### src/rtl/dma_chan_pkg.sv
package dma_chan_pkg;
    localparam int REG_W  = 32;
    localparam int CNT_W  = 14;
    localparam int SEL_W  = 5;
    localparam int WRAP_W = 3;
    localparam int NREQ   = 1 << SEL_W;

    typedef enum logic [2:0] {
        RA_CTRL = 3'd0,
        RA_STAT = 3'd1,
        RA_MPTR = 3'd4,
        RA_MSEQ = 3'd5,
        RA_PPTR = 3'd6,
        RA_PSEQ = 3'd7
    } reg_sel_e;

    localparam int B_RUN   = 31;
    localparam int B_IE    = 30;
    localparam int B_HOLD  = 29;
    localparam int B_DIR   = 28;
    localparam int B_ONCE  = 27;
    localparam int B_FLOW  = 21;
    localparam int B_SEL   = 16;
    localparam int B_CNT   = 2;
    localparam int B_DBL   = 19;
    localparam int B_WRAP  = 16;
    localparam int B_BURST = 24;
endpackage

### src/rtl/dma_ptr_step.sv
module dma_ptr_step #(
    parameter int PW      = 30,
    parameter int WIN_OFS = 4
) (
    input  logic [PW-1:0]                    ptr,
    input  logic [dma_chan_pkg::WRAP_W-1:0]  wrap,
    output logic [PW-1:0]                    nxt
);
    logic [PW-1:0] mask;

    always_comb begin
        if (wrap == '0) begin
            mask = '1;
        end else begin
            mask = (PW'(1) << (int'(wrap) + WIN_OFS)) - PW'(1);
        end
        nxt = (ptr & ~mask) | ((ptr + PW'(1)) & mask);
    end
endmodule

### src/rtl/dma_flow_gate.sv
module dma_flow_gate (
    input  logic [dma_chan_pkg::NREQ-1:0]  dev_req,
    input  logic [dma_chan_pkg::SEL_W-1:0] sel,
    input  logic                           flow_en,
    output logic                           ok
);
    assign ok = !flow_en || dev_req[sel];
endmodule

### src/rtl/dma_chan_engine.sv
module dma_chan_engine
    import dma_chan_pkg::*;
#(
    parameter int ADDR_W = 32
) (
    input  logic              clk,
    input  logic              rst_n,
    input  logic              glb_en,
    input  logic              reg_wr,
    input  logic [2:0]        reg_addr,
    input  logic [REG_W-1:0]  reg_wdata,
    output logic [REG_W-1:0]  reg_rdata,
    input  logic [NREQ-1:0]   dev_req,
    output logic              xfer_valid,
    input  logic              xfer_ack,
    output logic              xfer_to_per,
    output logic [ADDR_W-1:0] mem_addr,
    output logic [ADDR_W-1:0] per_addr,
    output logic [3:0]        mem_burst,
    output logic              irq
);
    localparam int PW = ADDR_W - 2;

    typedef struct packed {
        logic             run;
        logic             ie;
        logic             hold;
        logic             dir;
        logic             once;
        logic             flow;
        logic [SEL_W-1:0] sel;
        logic [CNT_W-1:0] shadow;
        logic [CNT_W-1:0] cnt;
        logic [CNT_W-1:0] len;
        logic             eoc;
        logic             pp;
        logic [PW-1:0]    mem_prog;
        logic [PW-1:0]    mem_cur;
        logic [PW-1:0]    per_prog;
        logic [PW-1:0]    per_cur;
        logic [REG_W-1:0] mseq;
        logic [REG_W-1:0] pseq;
    } chan_st_t;

    chan_st_t      state_d, state_q;
    logic [PW-1:0] mem_nxt, per_nxt;
    logic          gate_ok, pause, fire, last;

    dma_ptr_step #(.PW(PW), .WIN_OFS(4)) i_mem_step (
        .ptr (state_q.mem_cur),
        .wrap(state_q.mseq[B_WRAP +: WRAP_W]),
        .nxt (mem_nxt)
    );

    dma_ptr_step #(.PW(PW), .WIN_OFS(-1)) i_per_step (
        .ptr (state_q.per_cur),
        .wrap(state_q.pseq[B_WRAP +: WRAP_W]),
        .nxt (per_nxt)
    );

    dma_flow_gate i_gate (
        .dev_req(dev_req),
        .sel    (state_q.sel),
        .flow_en(state_q.flow),
        .ok     (gate_ok)
    );

    assign pause       = !glb_en || state_q.hold;
    assign xfer_valid  = state_q.run && !pause && gate_ok;
    assign fire        = xfer_valid && xfer_ack;
    assign last        = (state_q.cnt == '0);
    assign xfer_to_per = state_q.dir;
    assign irq         = state_q.eoc && state_q.ie;
    assign mem_addr    = {state_q.mem_cur, 2'b00};
    assign per_addr    = {state_q.per_cur, 2'b00};

    always_comb begin
        case (state_q.mseq[B_BURST +: 3])
            3'd5:    mem_burst = 4'd4;
            3'd6:    mem_burst = 4'd8;
            default: mem_burst = 4'd1;
        endcase
    end

    always_comb begin
        case (reg_addr)
            RA_CTRL: reg_rdata = {state_q.run, state_q.ie, state_q.hold, state_q.dir,
                                  state_q.once, 5'b0, state_q.flow, state_q.sel,
                                  state_q.shadow, 2'b00};
            RA_STAT: reg_rdata = {state_q.run, state_q.eoc, state_q.run && pause,
                                  state_q.pp, 12'b0, state_q.cnt, 2'b00};
            RA_MPTR: reg_rdata = REG_W'({state_q.mem_cur, 2'b00});
            RA_MSEQ: reg_rdata = state_q.mseq;
            RA_PPTR: reg_rdata = REG_W'({state_q.per_cur, 2'b00});
            RA_PSEQ: reg_rdata = state_q.pseq;
            default: reg_rdata = '0;
        endcase
    end

    always_comb begin
        state_d = state_q;

        if (fire) begin
            if (!last) begin
                state_d.cnt     = state_q.cnt - CNT_W'(1);
                state_d.mem_cur = mem_nxt;
                state_d.per_cur = per_nxt;
            end else begin
                state_d.eoc = 1'b1;
                if (state_q.once) begin
                    state_d.run     = 1'b0;
                    state_d.mem_cur = mem_nxt;
                    state_d.per_cur = per_nxt;
                end else if (state_q.mseq[B_DBL] && !state_q.pp) begin
                    state_d.pp      = 1'b1;
                    state_d.cnt     = state_q.len;
                    state_d.mem_cur = mem_nxt;
                    state_d.per_cur = per_nxt;
                end else begin
                    state_d.pp      = 1'b0;
                    state_d.cnt     = state_q.shadow;
                    state_d.len     = state_q.shadow;
                    state_d.mem_cur = state_q.mem_prog;
                    state_d.per_cur = state_q.per_prog;
                end
            end
        end

        if (reg_wr) begin
            case (reg_addr)
                RA_CTRL: begin
                    state_d.ie     = reg_wdata[B_IE];
                    state_d.hold   = reg_wdata[B_HOLD];
                    state_d.dir    = reg_wdata[B_DIR];
                    state_d.once   = reg_wdata[B_ONCE];
                    state_d.flow   = reg_wdata[B_FLOW];
                    state_d.sel    = reg_wdata[B_SEL +: SEL_W];
                    state_d.shadow = reg_wdata[B_CNT +: CNT_W];
                    if (!reg_wdata[B_RUN]) begin
                        state_d.run = 1'b0;
                    end else if (!state_q.run) begin
                        state_d.run     = 1'b1;
                        state_d.cnt     = reg_wdata[B_CNT +: CNT_W];
                        state_d.len     = reg_wdata[B_CNT +: CNT_W];
                        state_d.pp      = 1'b0;
                        state_d.mem_cur = state_q.mem_prog;
                        state_d.per_cur = state_q.per_prog;
                    end
                end
                RA_STAT: begin
                    if (reg_wdata[B_IE] && !(fire && last)) begin
                        state_d.eoc = 1'b0;
                    end
                end
                RA_MPTR: begin
                    state_d.mem_prog = reg_wdata[ADDR_W-1:2];
                    if (!state_q.run) state_d.mem_cur = reg_wdata[ADDR_W-1:2];
                end
                RA_PPTR: begin
                    state_d.per_prog = reg_wdata[ADDR_W-1:2];
                    if (!state_q.run) state_d.per_cur = reg_wdata[ADDR_W-1:2];
                end
                RA_MSEQ: state_d.mseq = reg_wdata;
                RA_PSEQ: state_d.pseq = reg_wdata;
                default: ;
            endcase
        end
    end

    always_ff @(posedge clk or negedge rst_n) begin
        if (!rst_n) state_q <= '0;
        else        state_q <= state_d;
    end
endmodule

### config.mk
export PLATFORM = sky130hd
export DESIGN_NAME = dma_chan_engine
export DESIGN_NICKNAME = d
export VERILOG_FILES = /design/src/rtl/dma_chan_pkg.sv /design/src/rtl/dma_ptr_step.sv /design/src/rtl/dma_flow_gate.sv /design/src/rtl/dma_chan_engine.sv
export SDC_FILE = /design/constraint.sdc
export NUM_CORES = 1
export LEC_CHECK = 0
export BUFFER_PORTS_ARGS = -buffer_cell sky130_fd_sc_hd__buf_2
export CORE_MARGIN = 2
export CORE_UTILIZATION = 60
export CTS_BUF_LIST = sky130_fd_sc_hd__clkbuf_4 sky130_fd_sc_hd__clkbuf_8
export DETAILED_ROUTE_END_ITERATION = 10
export PLACE_DENSITY = 0.82
export SYNTH_ARGS = -nofsm -noshare
export SYNTH_HDL_FRONTEND = slang
export SYNTH_SLANG_ARGS = --single-unit
### constraint.sdc
create_clock -name clk -period 4.2 [get_ports clk]
set_input_delay 0.42 -clock clk [delete_from_list [all_inputs] [get_ports clk]]
set_output_delay 0.42 -clock clk [all_outputs]
set_load 0.05 [all_outputs]
==> results.ini <==
[outcome]
status=finished clean

[synth]
synthCells=1718
synthTopCellsByCount=dfrtp_1, nand2_1, o21ai_0
synth.top_cells.by_area=dfrtp_1, mux2_2, nand2_1
synth_top_area_cell=dfrtp_1
ys_types=81
avgSynthCellArea_um2=8.892
yosysSeqAreaShare=0.3915
async_reset_ff_frac=1.000
synthesis.area_um2=15280
synth_ff_type=dfrtp_1
synth_edf_count=0
yosysMostFrequentCell=dfrtp_1
ys_seq_elements=239
synth_warnings=0
yosys.area.top_type_share=0.3915

[clocking]
post_cts_buffers=0
htree_levels=2
root_buffer=clkbuf_8
cts.sinks=239
clkLatencyLatePin_ps=570
cts.clk_slew.worst_paths_ps=60
cts_made_buffers=42
clk_path_buf_depth=3
cts_tree=done

[finish]
final-instance-count-excl-fill=2149
drive_above_1_share=0.2501
nets=1878
diodes=0
synthToLayoutAreaGrowth_pct=10.51
multiInputGateArea_um2=8255
fin_area_um2=16880
final-seq-area_um2=5981
nFillCells=2086
fin_util=0.6724

[critical_path]
slowest_delay_ps=690
cp.arrival_ps=4140
worstPathCellList=inv_1 -> ha_1 -> ha_1 -> and4b_1 -> inv_2 -> ha_1 -> a21oi_1 -> nor4_2 -> and4_1 -> o21ai_0 -> a31oi_1 -> o221ai_1
end_kind=register
required_ps=4600
worstSetupPathType=register to register
critPathLaunch=state_q[16]
r2r_start=state_q[16]
cp_common_cell=ha_1
ff2ff_path_depth=12
startpoint_type=register
slowest_stage=nor4_2
crit_fanout=17

[sta]
maxSlewHeadroom=0.2507
worst_pin_slew_ps=1120
slew_viol_final=0
fin_skew_ps=37.54
fmax_ghz=0.2672
fin_setup_tns_ps=0
finalCritPeriodShare=0.8910
hold_viol_final=0
fin_crit_ps=3742
finalSetupViolations=0
rsz0062_at_grt=no

[power]
leakage_nw=7.186
powerDensity_nw_per_um2=504.5
p_total_w=0.008517
peakVddDrop_mv=0.3927

[min_path]
hp-start=reg_wdata[0]
whs_path_depth=2
hold_class=input pin to register

[floorplan]
die_y_um=163.6
dieWidth_um=163.6
dieArea_um2=26750
ioPinCount=175
start_util=0.6084
core-area_um2=25110
fp-row-count=58

[run]
cap_violations=0

[grt]
track_usage=0.4063
grt_first_pass_wirelength_um=83580
grt_pass1_vias=14710
antenna_found_initial=3
globalRouteOverflowTotal=0
grt_max_degree=73

[placed_design]
port_buffers=169
place_area_um2=16010
placed_cells=2077
gp_congestion=0.9474
hpwl_um=37060

[detailed_routing]
firstDrtPassIters=8
drt_iter0_drc=2529
drc_errors=0
vias=15310
via_per_inst=7.126
routedWlPerCell_um=25.43
wirelength_um=54650
antenna_left=0

==> layout by cell type, fill, tap and decap left out, drive strengths merged, types with 5 or more instances in the layout <==
master and n:
a211oi 7, a21boi 5, a21oi 124, a22o 15
a22oi 101, a31oi 24, a32oi 13, a41oi 5
and2 9, and3 11, and4 8, buf 222
clkbuf 68, conb 5, dfrtp 239, ha 14
inv 20, mux2 119, mux2i 33, mux4 14
nand2 206, nand2b 7, nand3 65, nand4 10
nor2 118, nor2b 7, nor3 41, nor3b 8
nor4 9, o211ai 5, o21ai 146, o221ai 9
o22ai 46, o31ai 9, or3 8
==> stage by stage <==
| stage | hold slack, ps | worst slack, ps |
|---|---|---|
| 3_5_place_dp | 418.4 | 181.7 |
| 4_1_cts | 94.97 | 164.7 |
| 6_report | 107.4 | 457.8 |
| 5_1_grt | 110.6 | 250.1 |
| 2_1_floorplan | 124.4 | 965.9 |
| 3_3_place_gp | 417.9 | 337.0 |
==> routing by layer <==
layer	vias up	global-route usage	wire (um)
met1	7323	0.5290	19780
met2	1239	0.6206	24200
li1	6470	-	-
met3	275	0.1074	7432
met5	-	0	37
met4	6	0.2205	3198
==> worst max-delay path, delay by kind of cell, from the launching register on <==
family	cells	cell delay, ps
adders and majority gates	3	950
DFF	1	530
AOI/OAI and AO/OA	4	620
and+or+nand+nor	3	1310
buffers and inverters	2	200
==> final timing paths <==
| path | to | slack (ps) |
|---|---|---|
| min reg2reg | state_q[63] | 500 |
| min | state_q[0] | 110 |
| max | per_addr[26] | 460 |
| max reg2reg | per_addr[26] | 460 |
| max in group asynchronous | state_q[197] | 2670 |
| min in group asynchronous | state_q[24] | 410 |
==> cell families after synthesis <==
| family | synth area share |
|---|---|
| simple gates | 0.1613 |
| compound gates | 0.2278 |
| xor+xnor | 0.004013 |
| flops | 0.3915 |
| fa+ha+maj | 0.01147 |
| buf+inv | 0.07322 |
| other cells | 0.0002455 |
| mux | 0.1305 |
==> repair_timing <==
| item | in CTS | in global routing |
|---|---|---|
| endpoints found under the setup margin | 0 | 3 |
| hold endpoints to repair | 67 | 0 |
| gates resized for setup | 0 | 1 |
| hold buffers | 1 | 0 |
==> state kept, by name (all words and copies together), names as in the netlist <==
register	cells
state_q	178
mem_addr	30
per_addr	30
xfer_to_per	1
==> final cells by class <==
class                           instances  area share
Clock inverter                          3    0.001112
Timing Repair Buffer                  223     0.07708
Sequential cell                       239      0.3543
Tap cell                              330     0.02446
Clock buffer                           68     0.04988
Inverter                               19    0.004224
Multi-Input combinational cell       1267      0.4890
==> power breakdown <==
part           switching [W]  internal (W)  total (W)
logic                0.00178      0.000934    0.00272
clock network        0.00100       0.00126    0.00226
registers           0.000731       0.00280    0.00353
total                0.00352       0.00500    0.00852
No activity file was read; power rests on OpenSTA's default activity.
